<file path="config.mk">
export PLATFORM = sky130hd
export DESIGN_NAME = tune_seq
export DESIGN_NICKNAME = d
export VERILOG_FILES = /design/src/rtl/tune_pkg.sv /design/src/rtl/tune_win_finder.sv /design/src/rtl/tune_edge_pick.sv /design/src/rtl/tune_seq.sv
export SDC_FILE = /design/constraint.sdc
export NUM_CORES = 1
export LEC_CHECK = 0
export CORE_MARGIN = 2
export CORE_UTILIZATION = 40
export DETAILED_ROUTE_END_ITERATION = 12
export GPL_TIMING_DRIVEN = 0
export REMOVE_ABC_BUFFERS = 1
export SYNTH_ARGS = -nofsm -noshare
export SYNTH_HDL_FRONTEND = slang
export SYNTH_HIERARCHICAL = 1
export SYNTH_SLANG_ARGS = --single-unit
</file>
<file path="constraint.sdc">
create_clock -name clk -period 6.48 [get_ports clk]
set_clock_uncertainty 0.2 [all_clocks]
set_input_delay 1.296 -clock clk [delete_from_list [all_inputs] [get_ports clk]]
set_output_delay 1.296 -clock clk [all_outputs]
set_load 0.03 [all_outputs]
</file>
<file path="src/rtl/tune_pkg.sv">
package tune_pkg;

  typedef enum logic [1:0] {
    TS_OK       = 2'b00,
    TS_RSP_FAIL = 2'b01,
    TS_DAT_FAIL = 2'b10
  } tune_status_e;

  typedef enum logic [2:0] {
    ST_IDLE,
    ST_REQ,
    ST_WAIT,
    ST_FIND_GO,
    ST_FIND_WAIT,
    ST_APPLY
  } seq_state_e;

endpackage

</file>
<file path="src/rtl/tune_win_finder.sv">
// Bit-serial search for the best run of passing taps in one pass map.
module tune_win_finder #(
  parameter int TAP_W       = 5,
  parameter int PH_W        = 8,
  parameter int EARLY_LEN   = 8,
  parameter int EARLY_START = 4
) (
  input  logic                    clk,
  input  logic                    rst_n,
  input  logic                    go_i,
  input  logic [(1<<TAP_W)-1:0]   map_i,
  output logic                    fin_o,
  output logic [TAP_W:0]          len_o,
  output logic [PH_W-1:0]         phase_o
);
  localparam int LEN_W = TAP_W + 1;

  logic               scan_q, fin_q;
  logic [TAP_W-1:0]   idx_q, cur_start_q, best_start_q;
  logic [LEN_W-1:0]   cur_len_q, best_len_q;

  logic               bit_c, last_c, close_c, better_c, stop_c;
  logic [LEN_W-1:0]   run_len_c, nbl_c;
  logic [TAP_W-1:0]   run_start_c, nbs_c;
  logic [TAP_W-1:0]   ph_tap_c;

  always_comb begin
    bit_c       = map_i[idx_q];
    last_c      = (idx_q == '1);
    run_len_c   = cur_len_q + LEN_W'(bit_c);
    run_start_c = (cur_len_q == '0) ? idx_q : cur_start_q;
    close_c     = !bit_c || last_c;
    better_c    = close_c && (run_len_c > best_len_q);
    nbl_c       = better_c ? run_len_c   : best_len_q;
    nbs_c       = better_c ? run_start_c : best_start_q;
    stop_c      = close_c && (run_len_c >= LEN_W'(EARLY_LEN)) &&
                  (nbs_c < TAP_W'(EARLY_START));
  end

  always_ff @(posedge clk) begin
    if (!rst_n) begin
      scan_q       <= 1'b0;
      fin_q        <= 1'b0;
      idx_q        <= '0;
      cur_start_q  <= '0;
      cur_len_q    <= '0;
      best_start_q <= '0;
      best_len_q   <= '0;
    end else begin
      fin_q <= 1'b0;
      if (go_i) begin
        scan_q       <= 1'b1;
        idx_q        <= '0;
        cur_start_q  <= '0;
        cur_len_q    <= '0;
        best_start_q <= '0;
        best_len_q   <= '0;
      end else if (scan_q) begin
        best_len_q   <= nbl_c;
        best_start_q <= nbs_c;
        cur_len_q    <= bit_c ? run_len_c : '0;
        cur_start_q  <= run_start_c;
        if (stop_c || last_c) begin
          scan_q <= 1'b0;
          fin_q  <= 1'b1;
        end else begin
          idx_q <= idx_q + 1'b1;
        end
      end
    end
  end

  always_comb begin
    if (best_start_q == '0) ph_tap_c = TAP_W'(best_len_q / LEN_W'(3));
    else                    ph_tap_c = best_start_q + TAP_W'(best_len_q >> 1);
  end

  assign fin_o   = fin_q;
  assign len_o   = best_len_q;
  assign phase_o = (best_len_q == '0) ? '1 : PH_W'(ph_tap_c);

endmodule

</file>
<file path="src/rtl/tune_edge_pick.sv">
// Chooses rising or falling edge from the two window results.
module tune_edge_pick #(
  parameter int TAP_W    = 5,
  parameter int PH_W     = 8,
  parameter int RISE_MIN = 10
) (
  input  logic               is_data_i,
  input  logic [TAP_W:0]     rise_len_i,
  input  logic [TAP_W:0]     fall_len_i,
  input  logic [PH_W-1:0]    rise_ph_i,
  input  logic [PH_W-1:0]    fall_ph_i,
  output logic               pick_fall_o,
  output logic [TAP_W-1:0]   pick_tap_o,
  output logic               pick_fail_o
);
  localparam int LEN_W = TAP_W + 1;

  logic            rise_strong;
  logic [PH_W-1:0] ph;

  always_comb begin
    rise_strong = is_data_i && (rise_len_i >= LEN_W'(RISE_MIN));
    pick_fall_o = !rise_strong && (fall_len_i > rise_len_i);
    ph          = pick_fall_o ? fall_ph_i : rise_ph_i;
    pick_tap_o  = ph[TAP_W-1:0];
    pick_fail_o = &ph;
  end

endmodule

</file>
<file path="src/rtl/tune_seq.sv">
module tune_seq
  import tune_pkg::*;
#(
  parameter int TAP_W         = 5,
  parameter int PH_W          = 8,
  parameter int DATA_RISE_MIN = 10,
  parameter int EARLY_LEN     = 8,
  parameter int EARLY_START   = 4
) (
  input  logic             clk,
  input  logic             rst_n,
  input  logic             start_i,
  output logic             busy_o,
  output logic             req_valid_o,
  input  logic             req_ready_i,
  output logic             req_data_o,
  input  logic             res_valid_i,
  input  logic             res_pass_i,
  output logic             cmd_edge_o,
  output logic [TAP_W-1:0] cmd_tap_o,
  output logic             dat_rd_edge_o,
  output logic             dat_wr_edge_o,
  output logic [TAP_W-1:0] dat_tap_o,
  output logic             done_o,
  output logic [1:0]       status_o
);
  localparam int NTAP  = 1 << TAP_W;
  localparam int LEN_W = TAP_W + 1;
  localparam int NEDGE = 2;

  seq_state_e                  state_q;
  tune_status_e                status_q;
  logic                        path_q, done_q;
  logic                        cmd_edge_q, dat_edge_q;
  logic [TAP_W-1:0]            cmd_tap_q, dat_tap_q;
  logic [NEDGE-1:0][NTAP-1:0]  map_q;
  logic [NEDGE-1:0]            fin_seen_q;

  logic                        cur_fall;
  logic [TAP_W-1:0]            cur_tap;
  logic                        find_go;
  logic [NEDGE-1:0]            win_fin;
  logic [NEDGE-1:0][LEN_W-1:0] win_len;
  logic [NEDGE-1:0][PH_W-1:0]  win_ph;
  logic                        pick_fall, pick_fail;
  logic [TAP_W-1:0]            pick_tap;

  assign cur_fall = path_q ? dat_edge_q : cmd_edge_q;
  assign cur_tap  = path_q ? dat_tap_q  : cmd_tap_q;
  assign find_go  = (state_q == ST_FIND_GO);

  // index 0: rising-edge map, index 1: falling-edge map
  for (genvar e = 0; e < NEDGE; e++) begin : g_edge
    tune_win_finder #(
      .TAP_W(TAP_W), .PH_W(PH_W),
      .EARLY_LEN(EARLY_LEN), .EARLY_START(EARLY_START)
    ) u_find (
      .clk     (clk),
      .rst_n   (rst_n),
      .go_i    (find_go),
      .map_i   (map_q[e]),
      .fin_o   (win_fin[e]),
      .len_o   (win_len[e]),
      .phase_o (win_ph[e])
    );
  end

  tune_edge_pick #(
    .TAP_W(TAP_W), .PH_W(PH_W), .RISE_MIN(DATA_RISE_MIN)
  ) u_pick (
    .is_data_i   (path_q),
    .rise_len_i  (win_len[0]),
    .fall_len_i  (win_len[1]),
    .rise_ph_i   (win_ph[0]),
    .fall_ph_i   (win_ph[1]),
    .pick_fall_o (pick_fall),
    .pick_tap_o  (pick_tap),
    .pick_fail_o (pick_fail)
  );

  always_ff @(posedge clk) begin
    if (!rst_n) begin
      state_q    <= ST_IDLE;
      status_q   <= TS_OK;
      path_q     <= 1'b0;
      done_q     <= 1'b0;
      cmd_edge_q <= 1'b0;
      cmd_tap_q  <= '0;
      dat_edge_q <= 1'b0;
      dat_tap_q  <= '0;
      map_q      <= '0;
      fin_seen_q <= '0;
    end else begin
      done_q <= 1'b0;
      case (state_q)
        ST_IDLE: begin
          if (start_i) begin
            path_q     <= 1'b0;
            cmd_edge_q <= 1'b0;
            cmd_tap_q  <= '0;
            dat_edge_q <= 1'b0;
            dat_tap_q  <= '0;
            map_q      <= '0;
            state_q    <= ST_REQ;
          end
        end
        ST_REQ: begin
          if (req_ready_i) state_q <= ST_WAIT;
        end
        ST_WAIT: begin
          if (res_valid_i) begin
            map_q[cur_fall][cur_tap] <= res_pass_i;
            if (cur_tap == TAP_W'(NTAP - 1)) begin
              if (!cur_fall) begin
                if (path_q) begin dat_edge_q <= 1'b1; dat_tap_q <= '0; end
                else        begin cmd_edge_q <= 1'b1; cmd_tap_q <= '0; end
                state_q <= ST_REQ;
              end else begin
                state_q <= ST_FIND_GO;
              end
            end else begin
              if (path_q) dat_tap_q <= dat_tap_q + 1'b1;
              else        cmd_tap_q <= cmd_tap_q + 1'b1;
              state_q <= ST_REQ;
            end
          end
        end
        ST_FIND_GO: begin
          fin_seen_q <= '0;
          state_q    <= ST_FIND_WAIT;
        end
        ST_FIND_WAIT: begin
          fin_seen_q <= fin_seen_q | win_fin;
          if (&(fin_seen_q | win_fin)) state_q <= ST_APPLY;
        end
        ST_APPLY: begin
          if (!path_q) begin
            cmd_edge_q <= pick_fall;
            cmd_tap_q  <= pick_tap;
            if (pick_fail) begin
              status_q <= TS_RSP_FAIL;
              done_q   <= 1'b1;
              state_q  <= ST_IDLE;
            end else begin
              path_q     <= 1'b1;
              dat_edge_q <= 1'b0;
              dat_tap_q  <= '0;
              map_q      <= '0;
              state_q    <= ST_REQ;
            end
          end else begin
            dat_edge_q <= pick_fall;
            dat_tap_q  <= pick_tap;
            status_q   <= pick_fail ? TS_DAT_FAIL : TS_OK;
            done_q     <= 1'b1;
            state_q    <= ST_IDLE;
          end
        end
        default: state_q <= ST_IDLE;
      endcase
    end
  end

  assign busy_o        = (state_q != ST_IDLE);
  assign req_valid_o   = (state_q == ST_REQ);
  assign req_data_o    = path_q;
  assign cmd_edge_o    = cmd_edge_q;
  assign cmd_tap_o     = cmd_tap_q;
  assign dat_rd_edge_o = dat_edge_q;
  assign dat_wr_edge_o = dat_edge_q;
  assign dat_tap_o     = dat_tap_q;
  assign done_o        = done_q;
  assign status_o      = status_q;

endmodule

</file>
==> impl_metrics.json, run 1 <==
{
  "outcome": "complete, no violations",
  "fill_cells": 2228,
  "cts_resized": 0,
  "top_usage_layer": "met2",
  "die_y_um": 155,
  "first_global_vias": 7476,
  "cp-startpoint": "g_edge[1].u_find/idx_q[2]",
  "crit_slowest_cell": "dfxtp_1",
  "gp_routability_congestion": 0.837,
  "grt-ovfl-total": 0,
  "r2r-start": "g_edge[1].u_find/idx_q[2]",
  "ys_async_sr_fraction_pct": 0,
  "core.rowCount": 55,
  "start_kind": "register",
  "grt_pass1_wl_um": 40000,
  "syn_to_final_growth_pct": 8.14,
  "p_per_area_mw_per_mm2": 228,
  "numCtsBuffers": 17,
  "p_leak_nw": 3.54,
  "grt.total_usage_pct": 20.5,
  "fp.coreArea_sq_mm": 0.0225,
  "ios": 25,
  "slew_violations": 0,
  "cp.arrival_ns": 5.52,
  "clock_path_buffers": 2,
  "whs_ns": 0.293,
  "path_clk_slew_ns": 0.06,
  "tightest_slew_ns": 1.37,
  "diodes": 0,
  "crit_path_end_kind": "register",
  "crit_type": "reg -> reg",
  "die_w_um": 155,
  "synth_area_sq_mm": 0.00910,
  "dr.pass1.iters": 6,
  "postCtsHoldBufs": 0,
  "drt-total-wl_um": 24000,
  "layout_min_cycle_time_ns": 5.36,
  "path_common_cell": "ha_1",
  "r2r-end": "g_edge[1].u_find/idx_q[2]",
  "design.die.area_sq_mm": 0.0240,
  "finalSetupViolCount": 0,
  "syn_area_per_cell_sq_um": 8.63,
  "rr_worst_depth": 15,
  "grtUsageMet3_pct": 3.47,
  "max_stage_delay_ns": 0.76,
  "dominantRegCellSynth": "dfxtp_1",
  "postCtsSetupRepairBufs": 0,
  "ys_ff_latch": 143,
  "required_ns": 6.64,
  "total_power_mw": 2.24,
  "seq_area_frac_synth_pct": 31.5,
  "max-vdd-ir-drop_mv": 0.142,
  "max_freq_mhz": 187,
  "holdCritPathClass": "reg -> reg",
  "synthCells": 1055,
  "drc_errors": 0,
  "worstPathMaxFanout": 13,
  "drtAntennaViolNets": 0,
  "crit_end": "g_edge[1].u_find/idx_q[2]",
  "dpl.hpwl_um": 15800,
  "layout-drive-gt1-share_pct": 9.11,
  "grt_max_degree": 84,
  "rsz0062_at_grt": "no",
  "clk_latency_ns": 0.42,
  "start_util_pct": 40.4,
  "setup_tns_ns": 0,
  "cts_tree": "built",
  "dr.first_iter.drc_count": 652,
  "path_cells": "mux4_1 -> mux4_2 -> nor2_2 -> a31oi_2 -> ha_1 -> and3_1 -> xor2_1 -> ha_1 -> a211oi_1 -> nor2_1 -> o32a_1 -> mux2_2 -> o311a_1 -> a211o_1 -> nand2_1",
  "gr-usage-met2_pct": 31.8,
  "h-tree-depth": 4,
  "synth_edf_count": 0,
  "nets": 1056,
  "pre_cts_slack_ns": 0.901,
  "hold_violations": 0,
  "final_core_util_pct": 43.7,
  "placement.io_buffers": 24,
  "clock_sinks": 143,
  "slew_headroom_pct": 8.80,
  "met1_usage_pct": 28.7,
  "final.setup.worst_slack_ns": 1.12,
  "maxCapViolCount": 0,
  "viasPerCell": 6.08,
  "yosys_warnings": 6,
  "vias": 7947,
  "antenna_found_initial": 0,
  "ys_types": 83,
  "r2r_slack_ns": 1.12,
  "clockRootBuffer": "clkbuf_16",
  "post-route-period-util_pct": 82.7,
  "wl_per_cell_um": 18.4
}
==> cell families (layout without fill, tap and decap cells) <==
logic type	Yosys count	in the layout	share of synthesized area [%]
muxes	67	67	9.95
AOI/OAI and AO/OA	358	358	27.5
xor gates and xnor gates	25	25	2.41
adders and majority gates	42	42	5.94
DFF	143	143	31.5
buffers and inverters	129	95	6.82
and+or+nand+nor	291	291	15.9
==> worst min path at each step <==
| stage | depth (start not counted) | start | end |
|---|---|---|---|
| 3_5_place_dp | 2 | map_q[63] | map_q[63] |
| 3_3_place_gp | 2 | map_q[63] | map_q[63] |
| 6_report | 2 | map_q[63] | map_q[63] |
| 5_1_grt | 2 | map_q[63] | map_q[63] |
| 4_1_cts | 2 | map_q[63] | map_q[63] |
| 2_1_floorplan | 2 | map_q[63] | map_q[63] |
==> layout make-up <==
cell class	count	area [sq um]	share of cell area [%]
multi-input cells	783	5640	57.3
flip-flops and latches	143	2860	29.1
clock buffers	18	439	4.46
well taps	285	357	3.62
repair buffers	25	258	2.62
clock inverters	14	143	1.45
inverters	38	143	1.45
==> cells in the final DEF (no fill, tap or decap), types with 6 or more instances in the layout <==
cell type / instances
o211ai_1: 71
a211oi_1: 10
a21o_1: 8
mux4_2: 13
nor3_1: 13
nor2_1: 70
clkbuf_16: 17
xor2_1: 9
o21ai_0: 85
nand3b_1: 9
nand3_1: 44
a211oi_2: 6
dfxtp_1: 142
xnor2_1: 16
nand2b_1: 22
o31ai_1: 12
ha_1: 40
clkdlybuf4s50_1: 23
mux2i_1: 41
a31oi_1: 64
mux2_2: 9
a311oi_1: 6
nor2b_1: 9
a21oi_1: 40
inv_1: 37
nand4_1: 13
clkinvlp_4: 6
or3_1: 7
nand2_1: 75
==> registers in the layout, summed over array words and instances, names as in the netlist, 2 cells and up <==
signal	flops
g_edge.u_find/cur_start_q	10
status_o	2
g_edge.u_find/fin_o	2
map_q	64
g_edge.u_find/idx_q	10
dat_tap_o	5
g_edge.u_find/best_start_q	10
cmd_tap_o	5
g_edge.u_find/scan_q	2
g_edge.u_find/len_o	12
state_q	3
fin_seen_q	2
g_edge.u_find/cur_len_q	12
==> synth_stat cells, types with 5 or more instances <==
| master | count | area (sq um) |
|---|---|---|
| inv_1 | 37 | 139 |
| nand2_1 | 76 | 285 |
| nand3b_1 | 9 | 67.6 |
| nand2b_1 | 22 | 138 |
| buf_4 | 9 | 67.6 |
| buf_6 | 8 | 90.1 |
| xnor2_1 | 16 | 140 |
| buf_2 | 33 | 165 |
| clkbuf_1 | 40 | 150 |
| mux4_2 | 13 | 293 |
| nor3_1 | 13 | 65.1 |
| nand3_1 | 44 | 220 |
| a211oi_2 | 6 | 75.1 |
| mux2_2 | 9 | 101 |
| a21oi_1 | 41 | 205 |
| o211a_1 | 5 | 50.1 |
| dfxtp_1 | 143 | 2860 |
| nor2_1 | 70 | 263 |
| nor2b_1 | 9 | 56.3 |
| mux2i_1 | 41 | 410 |
| o21ai_0 | 85 | 425 |
| xor2_1 | 9 | 78.8 |
| a21o_1 | 8 | 60.1 |
| and3_1 | 5 | 31.3 |
| nand4_1 | 13 | 81.3 |
| o211ai_1 | 71 | 533 |
| a311oi_1 | 6 | 52.6 |
| o31ai_1 | 12 | 90.1 |
| ha_1 | 40 | 500 |
| or3_1 | 7 | 43.8 |
| a31oi_1 | 64 | 400 |
| a211oi_1 | 10 | 75.1 |
==> where the power goes <==
group | total [mW] | internal (mW) | switching (mW) | leakage [nW]
combinational | 0.326 | 0.104 | 0.222 | 2.12
clock | 0.974 | 0.575 | 0.399 | 0.270
sequential | 0.942 | 0.894 | 0.0483 | 1.15
total | 2.24 | 1.57 | 0.670 | 3.54
==> metrics by stage <==
stage / instances / cell area, sq um
6_report: 1306 / 9840
5_1_grt: 1306 / 9840
4_1_cts: 1306 / 9830
3_5_place_dp: 1274 / 9250
3_3_place_gp: 1273 / 9220
2_1_floorplan: 964 / 8620
==> per-layer routing <==
layer	wire (um)	share of wire, %	up-vias
li1	-	-	3876
met1	11400	47	3815
met2	10900	45	224
met3	1180	4.9	32
met4	567	2.4	0
met5	0	0	-
==> worst max-delay path: cells and delay by family, from the launching register on <==
family / cells / cell delay, ns
mux: 3 / 1.47
compound gates: 5 / 1.44
flops: 1 / 0.76
fa+ha+maj: 2 / 0.63
simple gates: 4 / 0.45
xor+xnor: 1 / 0.34
No activity file was read; power rests on OpenSTA's default activity.
==> run 2: changes to the inputs <==
==> constraint.sdc (replaced) <==
create_clock -name clk -period 5.3 [get_ports clk]
set_clock_uncertainty 0.2 [all_clocks]
set_input_delay 1.06 -clock clk [delete_from_list [all_inputs] [get_ports clk]]
set_output_delay 1.06 -clock clk [all_outputs]
set_load 0.03 [all_outputs]
==> run 2 against run 1 <==
Power rose by 22%. Clock-buffer cell count did not move. Worst hold slack lost 0.0047 ns. Global-route usage did not move. Non-clock buffer count did not move. Flip-flop and latch count is the same. Critical endpoint unchanged. Largest power group unchanged.
==> impl_metrics.json, run 2 (synthesized netlist as in run 1, its figures left out) <==
{
  "clock_path_buffers": 2,
  "viasPerCell": 6.07,
  "drtAntennaViolNets": 0,
  "grt_pass1_wl_um": 40000,
  "final_common_cell": "dfxtp_1",
  "p_sw_mw": 0.823,
  "grt-ovfl-total": 0,
  "placement.io_buffers": 24,
  "cp.arrival_ns": 5.30,
  "syn_to_final_growth_pct": 8.41,
  "switching_share_pct": 30.0,
  "top_usage_layer": "met2",
  "tightest_slew_ns": 1.39,
  "design.die.area_sq_mm": 0.0240,
  "h-tree-depth": 4,
  "numCtsBuffers": 17,
  "start_util_pct": 40.4,
  "drc_errors": 0,
  "setup_tns_ns": 0,
  "grtUsageMet3_pct": 3.47,
  "slew_headroom_pct": 7.53,
  "layout_common_cells": "dfxtp_1 (138), o21ai_0 (85), nand2_1 (75)",
  "top_register": "map_q",
  "max_freq_mhz": 195,
  "p_leak_nw": 3.54,
  "fp.coreArea_sq_mm": 0.0225,
  "start_kind": "register",
  "grt_max_degree": 84,
  "whs_ns": 0.288,
  "pwr-share-comb_pct": 14.6,
  "layout-drive-gt1-share_pct": 9.50,
  "gp_routability_congestion": 0.837,
  "maxCapViolCount": 0,
  "nets": 1056,
  "antenna_found_initial": 0,
  "layout_min_cycle_time_ns": 5.13,
  "pre_cts_slack_ns": -0.279,
  "diodes": 0,
  "path_clk_slew_ns": 0.06,
  "gr-usage-met2_pct": 31.8,
  "holdCritPathClass": "reg -> reg",
  "p_clk_share_pct": 43.5,
  "p_int_mw": 1.92,
  "total_power_mw": 2.75,
  "wl_per_cell_um": 18.5,
  "core.rowCount": 55,
  "worstPathMaxFanout": 13,
  "ios": 25,
  "drt-total-wl_um": 24200,
  "required_ns": 5.47,
  "power_frac_seq_pct": 42.0,
  "vias": 7933,
  "grt.total_usage_pct": 20.5,
  "cts_tree": "built",
  "met1_usage_pct": 28.7,
  "clockRootBuffer": "clkbuf_16",
  "slew_violations": 0,
  "crit_type": "reg -> reg",
  "post-route-period-util_pct": 96.8,
  "fill_cells": 2228,
  "first_global_vias": 7476,
  "final.setup.worst_slack_ns": 0.170,
  "postCtsHoldBufs": 0,
  "max-vdd-ir-drop_mv": 0.178,
  "dr.first_iter.drc_count": 680,
  "finalSetupViolCount": 0,
  "clk_latency_ns": 0.43,
  "outcome": "complete, no violations",
  "die_y_um": 155,
  "r2r_slack_ns": 0.17,
  "clock_sinks": 143,
  "hold_violations": 0,
  "die_w_um": 155,
  "crit_path_end_kind": "register",
  "dr.pass1.iters": 5,
  "p_per_area_mw_per_mm2": 278,
  "dpl.hpwl_um": 15800,
  "largest_reg_flops": 64
}
==> run 2: routing by layer <==
layer | vias up | wire (um)
met4 | 0 | 624
li1 | 3875 | -
met5 | - | 0
met3 | 40 | 992
met2 | 187 | 10900
met1 | 3831 | 11600
==> run 2: power groups by stage <==
| stage | combinational [mW] | sequential, mW | clock (mW) |
|---|---|---|---|
| after floorplan | 0.227 | 1.18 | 0 |
| after global placement | 0.385 | 1.18 | 0 |
| after detailed placement | 0.392 | 1.18 | 0 |
| after CTS | 0.393 | 1.15 | 1.22 |
| after global routing | 0.433 | 1.16 | 1.27 |
| final | 0.400 | 1.15 | 1.19 |
==> run 2: area by class of cell <==
type	instances	area (sq um)	share of cell area (%)
multi-input cells	783	5660	57.4
flip-flops and latches	143	2870	29.1
clock buffers	18	439	4.45
well taps	285	357	3.61
repair buffers	25	258	2.61
clock inverters	14	143	1.45
inverters	38	143	1.45
==> run 2: what timing repair did <==
item / in CTS / in global routing
cloned: 0 / 0
buffers inserted: 0 / 0
gates resized for setup: 2 / 5
setup endpoints to repair: 11 / 14
==> run 2: critical path, stage by stage, from the launching register on <==
cell      delay, ns
dfxtp_2        0.56
mux4_1         0.64
mux4_2         0.51
nor2_2         0.16
a31oi_4        0.10
ha_1           0.27
and3_1         0.21
xor2_1         0.34
ha_1           0.32
a211oi_1       0.21
nor2_1         0.08
o32a_1         0.36
mux2_2         0.30
o311a_1        0.41
a211o_1        0.32
nand2_1        0.05
==> run 2: worst paths after layout <==
path,depth (start not counted),end,start
max,15,g_edge[1].u_find/idx_q[2],g_edge[1].u_find/idx_q[2]
min reg2reg,2,map_q[63],map_q[63]
max reg2reg,15,g_edge[1].u_find/idx_q[2],g_edge[1].u_find/idx_q[2]
min,2,map_q[63],map_q[63]
==> run 2: through the flow <==
stage               instance area, sq um  util (%)  instances
global placement                    9220      41.0       1273
finish                              9870      43.8       1306
floorplan                           8620         -        964
global route                        9870      43.8       1306
detailed placement                  9250      41.1       1274
CTS                                 9830      43.7       1306
